==> src/rtl/serial_latch_pkg.sv <==
package serial_latch_pkg;
  typedef struct packed {
    logic lvl;
    logic rise;
    logic fall;
  } edge_info_t;
endpackage

==> src/rtl/serial_latch_sync.sv <==
module serial_latch_sync
  import serial_latch_pkg::*;
#(
  parameter int STAGES  = 2,
  parameter bit RST_VAL = 1'b0
) (
  input  logic       clk,
  input  logic       rst,
  input  logic       din,
  output edge_info_t ev
);
  logic [STAGES-1:0] chain;
  logic              prev;

  genvar i;
  generate
    for (i = 0; i < STAGES; i++) begin : g_stage
      if (i == 0) begin : g_first
        always_ff @(posedge clk) begin
          if (rst) chain[0] <= RST_VAL;
          else     chain[0] <= din;
        end
      end else begin : g_next
        always_ff @(posedge clk) begin
          if (rst) chain[i] <= RST_VAL;
          else     chain[i] <= chain[i-1];
        end
      end
    end
  endgenerate

  always_ff @(posedge clk) begin
    if (rst) prev <= RST_VAL;
    else     prev <= chain[STAGES-1];
  end

  always_comb begin
    ev.lvl  = chain[STAGES-1];
    ev.rise = chain[STAGES-1] & ~prev;
    ev.fall = ~chain[STAGES-1] & prev;
  end
endmodule

==> src/rtl/serial_latch_shift.sv <==
module serial_latch_shift #(
  parameter int WIDTH = 8
) (
  input  logic             clk,
  input  logic             rst,
  input  logic             shift_en,
  input  logic             out_en,
  input  logic             din,
  output logic [WIDTH-1:0] q,
  output logic             sdo
);
  localparam int LAST = WIDTH - 1;

  always_ff @(posedge clk) begin
    if (rst)           q <= '0;
    else if (shift_en) q <= {q[LAST-1:0], din};
  end

  // serial out moves on the serial clock's falling edge for downstream hold
  always_ff @(posedge clk) begin
    if (rst)         sdo <= 1'b0;
    else if (out_en) sdo <= q[LAST];
  end
endmodule

==> src/rtl/serial_latch_out.sv <==
module serial_latch_out #(
  parameter int WIDTH = 8
) (
  input  logic             clk,
  input  logic             rst,
  input  logic             follow,
  input  logic             drive_ok,
  input  logic [WIDTH-1:0] d,
  output logic [WIDTH-1:0] latch_q,
  output logic [WIDTH-1:0] chan_on
);
  // level-sensitive buffer modelled as a clock-enabled register
  always_ff @(posedge clk) begin
    if (rst)         latch_q <= '0;
    else if (follow) latch_q <= d;
  end

  always_ff @(posedge clk) begin
    if (rst)           chan_on <= '0;
    else if (drive_ok) chan_on <= latch_q;
    else               chan_on <= '0;
  end
endmodule

==> src/rtl/serial_latch_driver.sv <==
module serial_latch_driver
  import serial_latch_pkg::*;
#(
  parameter int CH_COUNT    = 8,
  parameter int SYNC_STAGES = 2
) (
  input  logic                clk,
  input  logic                rst,
  input  logic                sclk_in,
  input  logic                sdata_in,
  input  logic                strobe_in,
  input  logic                enable_n,
  output logic                sdata_out,
  output logic [CH_COUNT-1:0] chan_on
);
  edge_info_t sclk_ev, data_ev, strb_ev, en_ev;
  logic sclk_rise, sclk_fall;
  logic [CH_COUNT-1:0] shift_q, latch_q;

  serial_latch_sync #(.STAGES(SYNC_STAGES), .RST_VAL(1'b0)) u_sync_sclk (
    .clk(clk), .rst(rst), .din(sclk_in), .ev(sclk_ev));
  serial_latch_sync #(.STAGES(SYNC_STAGES), .RST_VAL(1'b0)) u_sync_data (
    .clk(clk), .rst(rst), .din(sdata_in), .ev(data_ev));
  serial_latch_sync #(.STAGES(SYNC_STAGES), .RST_VAL(1'b0)) u_sync_strb (
    .clk(clk), .rst(rst), .din(strobe_in), .ev(strb_ev));
  serial_latch_sync #(.STAGES(SYNC_STAGES), .RST_VAL(1'b1)) u_sync_en (
    .clk(clk), .rst(rst), .din(enable_n), .ev(en_ev));

  assign sclk_rise = sclk_ev.rise;
  assign sclk_fall = sclk_ev.fall;

  serial_latch_shift #(.WIDTH(CH_COUNT)) u_shift (
    .clk(clk), .rst(rst), .shift_en(sclk_rise), .out_en(sclk_fall),
    .din(data_ev.lvl), .q(shift_q), .sdo(sdata_out));

  serial_latch_out #(.WIDTH(CH_COUNT)) u_out (
    .clk(clk), .rst(rst), .follow(strb_ev.lvl), .drive_ok(~en_ev.lvl),
    .d(shift_q), .latch_q(latch_q), .chan_on(chan_on));
endmodule

==> config.mk <==
export PLATFORM = sky130hd
export DESIGN_NAME = serial_latch_driver
export DESIGN_NICKNAME = d
export VERILOG_FILES = /design/src/rtl/serial_latch_pkg.sv /design/src/rtl/serial_latch_sync.sv /design/src/rtl/serial_latch_shift.sv /design/src/rtl/serial_latch_out.sv /design/src/rtl/serial_latch_driver.sv
export SDC_FILE = /design/constraint.sdc
export NUM_CORES = 1
export LEC_CHECK = 0
export BUFFER_PORTS_ARGS = -buffer_cell sky130_fd_sc_hd__buf_2
export CAP_MARGIN = 20
export CORE_UTILIZATION = 55
export DETAILED_ROUTE_END_ITERATION = 6
export PLACE_DENSITY_LB_ADDON = 0.2
export SYNTH_ARGS = -nofsm -noshare
export SYNTH_HDL_FRONTEND = slang
export SYNTH_HIERARCHICAL = 1
export SYNTH_SLANG_ARGS = --single-unit
==> constraint.sdc <==
create_clock -name clk -period 1.3 [get_ports clk]
set_input_delay 0.13 -clock clk [delete_from_list [all_inputs] [get_ports clk]]
set_output_delay 0.13 -clock clk [all_outputs]
set_load 0.01 [all_outputs]
* Yosys cells after proc, flatten, opt, wreduce, memory -nomap -nowiden
Index checks and enable logic that the tools add are counted.
** Cells by class
- Reduce and logical (&&, ||, !) cells :: 1
- Bitwise logic cells :: 4
** Operators with widths (number)
- $and A1 B1 Y1 :: 2
- $not A1 Y1 :: 2
- $reduce_or A2 Y1 :: 1
** Storage, ports and cells
- Output and inout port bits :: 9
- Input port bits :: 6
- Register bits :: 34

* Longest topological paths before layout
Gate-level depths: netlist of run 1.
- Depth in word-level cells :: 2
- Mapped depth :: 4
- Mapped depth without buffers :: 3

* Modules after synthesis
Netlist of run 1, hierarchy kept.
** Modules (own cells, without submodules)
- serial_latch_out :: cells an instance 43, times used 1, area an instance 516.7 µm², sequential area each 320.3 µm²
- serial_latch_shift :: cells an instance 29, times used 1, area an instance 320.3 µm², sequential area each 180.2 µm²
- serial_latch_sync (u_sync_data ...) :: cells an instance 9, times used 3, area an instance 98.8 µm², sequential area each 60.1 µm²
- serial_latch_sync (u_sync_en) :: cells an instance 9, times used 1, area an instance 100.1 µm², sequential area each 60.1 µm²
- serial_latch_driver :: cells an instance 1, times used 1, area an instance 3.8 µm², sequential area each 0.0 µm²

* Least setup slack after synthesis of run 1
OpenSTA, ideal clock, no wires.
- Path type :: reg-to-reg
- Start :: register u_sync_sclk.chain[1] (netlist: u_sync_sclk/ev[2])
- End :: register u_shift.q[0]
- Library setup time :: 0.116 ns
- Stages on the path, launching flop included :: 5
- Path slack :: 0.331 ns
- Arrival :: 0.853 ns
- Buffers on the path :: 1
- Clock period less this slack :: 0.969 ns
- Cell sequence :: dfxtp_1 -> nor2b_1 -> buf_6 -> mux2i_1 -> nor2_1
** RTL lines
- start: declaration :: line serial_latch_sync.sv:12 : logic [STAGES-1:0] chain;
- start signal: indexed assignment :: line serial_latch_sync.sv:26 : else chain[i] <= chain[i-1];
- end signal: assignment :: line serial_latch_shift.sv:16 : else if (shift_en) q <= {q[LAST-1:0], din};
- end: declaration :: line serial_latch_shift.sv:9 : output logic [WIDTH-1:0] q,

==> results.cfg, run 1 <==
[synth]
synth_nets = 102
synth_area_per_cell_um2 = 11.6
syn_inst = 96
syn_area_mm2 = 0.00111
ys_warn_count = 6

[setup_path]
cp_max_fo = 8
cp.required_ns = 1.50
crit_arrival_ns = 1.25
path_class = flop to flop
crit_path_start_kind = flop
critPathCaptureType = flop
r2r_cells = 4

[clock_network]
tritoncts = built
h-tree-depth = 2
cts_setup_buffers = 0
clockBufferDepth = 2
cts_buffers = 5
cts.clk_slew.worst_paths_ns = 0.09
worstSkewPairLatency_ns = 0.31
cts.hold.buffers_added = 1
clockRootBuffer = clkbuf_4
postCtsResizedCells = 0
cts_sinks = 34

[finish]
filler_cell_count = 137
multi_input_area_um2 = 367
n_antenna_cell = 0
layout_common_cells = dfxtp_1 (34), mux2i_1 (17), nor2_1 (17), buf_2 (14), nor2b_1 (9)
nNetsFinal = 118
drive_gt1_share_pct = 18.8
utilization_pct = 67.4
area_growth_pct = 9.22
design_area_mm2 = 0.00121
seqCellArea_um2 = 681
final_common_cell = dfxtp_1

[drt]
detail-route-antenna-nets = 0
wl_per_cell_um = 9.72
first_pass_iters = 4
drc = 0
routed_via_density = 4.72
drtIter0Drc = 9
wl_um = 1330
vias = 647

[timing]
hold_viol_final = 0
maxSlewViolCount = 0
worst_pin_slew_ns = 0.477
slew_headroom_pct = 68.2
fin_crit_sh_pct = 80.7
rsz0062_at_grt = false
tns_ns = 0
period_needed_ns = 1.05
max_freq_mhz = 953
skew_ns = 0.00609
setup_violations = 0

[placement]
routabilityCongestion = 0.733
port_buffers = 14
dpl_cell_area_mm2 = 0.00116
hpwl_um = 877

[global_route]
grt_pass1_vias = 564
antenna_found_initial = 0
grt_remaining_overflow = 0
grt_pass1_wl_um = 2260
grt_use_total_pct = 15.6
grt_max_degree = 28

[power]
power_frac_comb_pct = 3.0
switching_power_mw = 0.327
ir_worst_vdd_mv = 0.802
p_per_area_mw_per_mm2 = 1320
swShare_pct = 20.3
power_frac_seq_pct = 65.9
clockPowerShare_pct = 31.1
leakagePower_nw = 0.507
p_int_mw = 1.28
power_mw = 1.61

[hold_path]
whs_path_depth = 2
hold_class = primary input to flop

[floorplan]
die-area_mm2 = 0.00221
chipHeight_um = 47.0
die_w_um = 47.0
rows = 15
core_area_mm2 = 0.00180
io_pins = 15
start_util_pct = 61.7

[run_status]
status = finished clean

[flow_run]
cap_violations = 0
==> power groups by stage <==
stage	Sequential (mW)	Combinational, mW	Clock, mW
2_1_floorplan	1.08	0.0471	0
3_3_place_gp	1.08	0.0446	0
3_5_place_dp	1.09	0.0456	0
4_1_cts	1.06	0.0481	0.524
5_1_grt	1.06	0.0524	0.565
6_report	1.06	0.0478	0.501
==> routing by layer <==
layer | up-vias | wire, um | track usage [%]
li1 | 333 | - | -
met1 | 284 | 648 | 18.5
met2 | 25 | 561 | 22.8
met3 | 5 | 88 | 5.77
met4 | 0 | 31 | 12.0
met5 | - | 0 | 0
==> registers in the layout, summed over array words and instances (netlist names) <==
register	flops
u_sync_strb/chain	1
u_sync_en/chain	1
u_sync_sclk/chain	1
u_sync_data/ev	1
u_out/latch_q	8
u_sync_data/chain	1
u_sync_strb/ev	1
u_shift/sdo	1
u_sync_sclk/prev	1
u_out/chan_on	8
u_shift/q	8
u_sync_en/ev	1
u_sync_sclk/ev	1
==> cell type report <==
class                      count  area share (%)
sequential                    34            56.0
multi-input combinational     54            30.2
timing repair buffer          16            7.21
clock buffer                   7            3.71
tap                           25            2.57
inverter                       1           0.309
==> path summary, 6_finish.rpt <==
| kind | startpoint | endpoint | slack (ns) |
|---|---|---|---|
| setup / recovery | u_sync_sclk/ev[2]$_SDFF_PP0_ | u_shift/q[1]$_SDFFE_PP0P_ | 0.25 |
| hold / removal | strobe_in | u_sync_strb/chain[0]$_SDFF_PP0_ | 0.02 |
| hold reg to reg | u_sync_en/chain[0]$_SDFF_PP1_ | u_sync_en/ev[2]$_SDFF_PP1_ | 0.42 |
| setup reg to reg | u_sync_sclk/ev[2]$_SDFF_PP0_ | u_shift/q[1]$_SDFFE_PP0P_ | 0.25 |
==> worst max-delay path, stage by stage, from the launching register on <==
cell	delay, ns
dfxtp_1	0.34
nor2b_1	0.13
buf_4	0.19
mux2i_1	0.22
nor2_1	0.05
==> metrics by stage <==
stage,hold slack (ns),worst slack (ns),std cells
2_1_floorplan,0.202,0.354,96
3_3_place_gp,0.309,0.292,129
3_5_place_dp,0.314,0.271,129
4_1_cts,0.00579,0.251,137
5_1_grt,0.0292,0.146,137
6_report,0.0204,0.251,137
(Power assumes the default switching activity.)
==> inputs of run 2 (changes only) <==
ABC_AREA = 1   (was not set)
CORE_UTILIZATION = 50   (was 55)
clock period = 0.91 ns   (was 1.3 ns; I/O delays follow)
==> run 2 against run 1 <==
Against the previous run:
- the flow now finishes with violations (negative setup slack)
- critical endpoint is now u_shift/q[0]$_SDFFE_PP0P_
- utilization shrank 1.8 points
- wire length is 40% higher
- maximum frequency is 13% higher
- worst hold slack about the same
- via count increased by 47%
- clock power up 67%
- count of clock-buffer cells in the layout unchanged
- sequential power increased by 48%
- total power is 64% higher
- synthesized cell count grew 75%
==> results.cfg, run 2 <==
[run_status]
status = finished with violations
violations = negative setup slack

[power]
leakagePower_nw = 0.693
ir_worst_vdd_mv = 1.08
p_per_area_mw_per_mm2 = 1760
power_mw = 2.63

[clock_network]
worstSkewPairLatency_ns = 0.32
clockBufferDepth = 2
h-tree-depth = 2
cts_sinks = 34
clockRootBuffer = clkbuf_4
cts.clk_slew.worst_paths_ns = 0.10
tritoncts = built
cts_buffers = 5

[timing]
maxSlewViolCount = 0
fin_ws_ns = -0.0152
slew_headroom_pct = 82.3
fin_crit_sh_pct = 102
max_freq_mhz = 1080
skew_ns = 0.00975
worst_pin_slew_ns = 0.265
rsz0062_at_grt = true
period_needed_ns = 0.925
hold_viol_final = 0
setup_violations = 2

[synth]
syn_area_mm2 = 0.00124
synth_nets = 174
ys_warn_count = 6
synth_area_per_cell_um2 = 7.41
syn_inst = 168

[finish]
nNetsFinal = 198
final_common_cell = nor2_1
filler_cell_count = 198
utilization_pct = 65.6
multi_input_area_um2 = 363
seqCellArea_um2 = 686
n_antenna_cell = 0
drive_gt1_share_pct = 22.8
reg_top3 = u_out/chan_on: 8 flops, u_out/latch_q: 8 flops, u_shift/q: 8 flops
area_growth_pct = 20.0
layout_common_cells = nor2_1 (47), inv_1 (36), nand2_1 (30), dfxtp_1 (30), buf_2 (13)

[setup_path]
path_class = flop to flop
critPathCaptureType = flop
crit_path_start_kind = flop
path_buf_inv = 2
cp_cell_sequence = inv_2 -> nor2_4 -> clkbuf_16 -> nand2_2 -> nand2_1 -> nor2_1
worstReg2RegEnd = u_shift/q[0]$_SDFFE_PP0P_
r2r_slack_ns = -0.02
cp_max_fo = 8
reg2reg_from = u_sync_sclk/ev[2]$_SDFF_PP0_
cp_num_cells = 6
endpoint = u_shift/q[0]$_SDFFE_PP0P_
r2r_cells = 6
cp-startpoint = u_sync_sclk/ev[2]$_SDFF_PP0_
slowest_stage = dfxtp_2
slowest_delay_ns = 0.34
cp_top_family = flip-flops
cp.required_ns = 1.14
crit_arrival_ns = 1.15

[floorplan]
io_pins = 15
rows = 17
chipHeight_um = 51.9
die-area_mm2 = 0.00269
die_w_um = 51.9
start_util_pct = 54.7
core_area_mm2 = 0.00228

[drt]
first_pass_iters = 4
drc = 0
wl_um = 1860
vias = 948
routed_via_density = 4.29
detail-route-antenna-nets = 0
wl_per_cell_um = 8.42
drtIter0Drc = 13

[global_route]
grt_remaining_overflow = 0
antenna_found_initial = 0
grt_use_total_pct = 17.1
grt_pass1_vias = 870
grt_pass1_wl_um = 3260
grt_max_degree = 17

[placement]
port_buffers = 14
hpwl_um = 1290
routabilityCongestion = 0.722

[flow_run]
cap_violations = 0

[hold_path]
hold_class = primary input to flop
[run 2: report_power, final]
part           internal (mW)  total, mW  switching, mW
Combinational          0.107      0.225          0.118
Sequential              1.54       1.57         0.0301
Clock                  0.374      0.835          0.461
[run 2: repair_timing]
| item | in CTS | in global routing |
|---|---|---|
| endpoints found under the hold margin | 4 | 0 |
| pin swaps | 0 | 5 |
| gates cloned | 0 | 1 |
| buffers inserted | 0 | 1 |
| gates resized for setup | 1 | 8 |
| hold buffers | 4 | 0 |
| setup endpoints to repair | 8 | 11 |
[run 2: how the worst min path moves through the flow]
stage | start | endpoint | slack, ns | cells past startpoint
after floorplan | rst | u_sync_sclk/ev[2]$_SDFF_PP0_ | 0.15 | 1
after global placement | enable_n | u_sync_en/chain[0]$_SDFF_PP1_ | 0.27 | 3
after detailed placement | enable_n | u_sync_en/chain[0]$_SDFF_PP1_ | 0.28 | 3
after CTS | rst | u_sync_en/ev[2]$_SDFF_PP1_ | 0.008 | 3
after global routing | rst | u_sync_en/ev[2]$_SDFF_PP1_ | 0.03 | 3
final | rst | u_sync_en/ev[2]$_SDFF_PP1_ | 0.02 | 3
[run 2: metal layers]
| metal | wire length, um | vias to the layer above | track usage, % |
|---|---|---|---|
| li1 | - | 510 | - |
| met1 | 858 | 420 | 17.2 |
| met2 | 910 | 14 | 29.7 |
| met5 | 0 | - | 0 |
| met4 | 23 | 0 | 10.8 |
| met3 | 69 | 4 | 6.14 |
[run 2: metrics by stage]
stage,hold slack [ns],worst slack [ns],area [um^2],instances,TNS [ns]
after global routing,0.0255,-0.0812,1490,221,-0.562
after detailed placement,0.284,-0.00617,1340,207,-0.0190
final,0.0200,-0.0152,1490,221,-0.0259
after global placement,0.266,0.0208,1340,207,0
after CTS,0.00850,0.000215,1440,219,0
after floorplan,0.155,-0.00511,1250,168,-0.0102
[run 2: worst reg2reg max path: cells and delay by family (launching register included)]
family / cells / cell delay [ns]
flops: 1 / 0.34
simple gates: 4 / 0.28
buf+inv: 2 / 0.22
[run 2: layout make-up]
cell class / instances / area share [%]
Sequential cell: 34 / 45.9
Clock inverter: 1 / 0.335
Clock buffer: 7 / 3.69
Tap cell: 28 / 2.35
Multi-Input combinational cell: 88 / 24.3
Inverter: 39 / 9.80
Timing Repair Buffer: 24 / 13.7
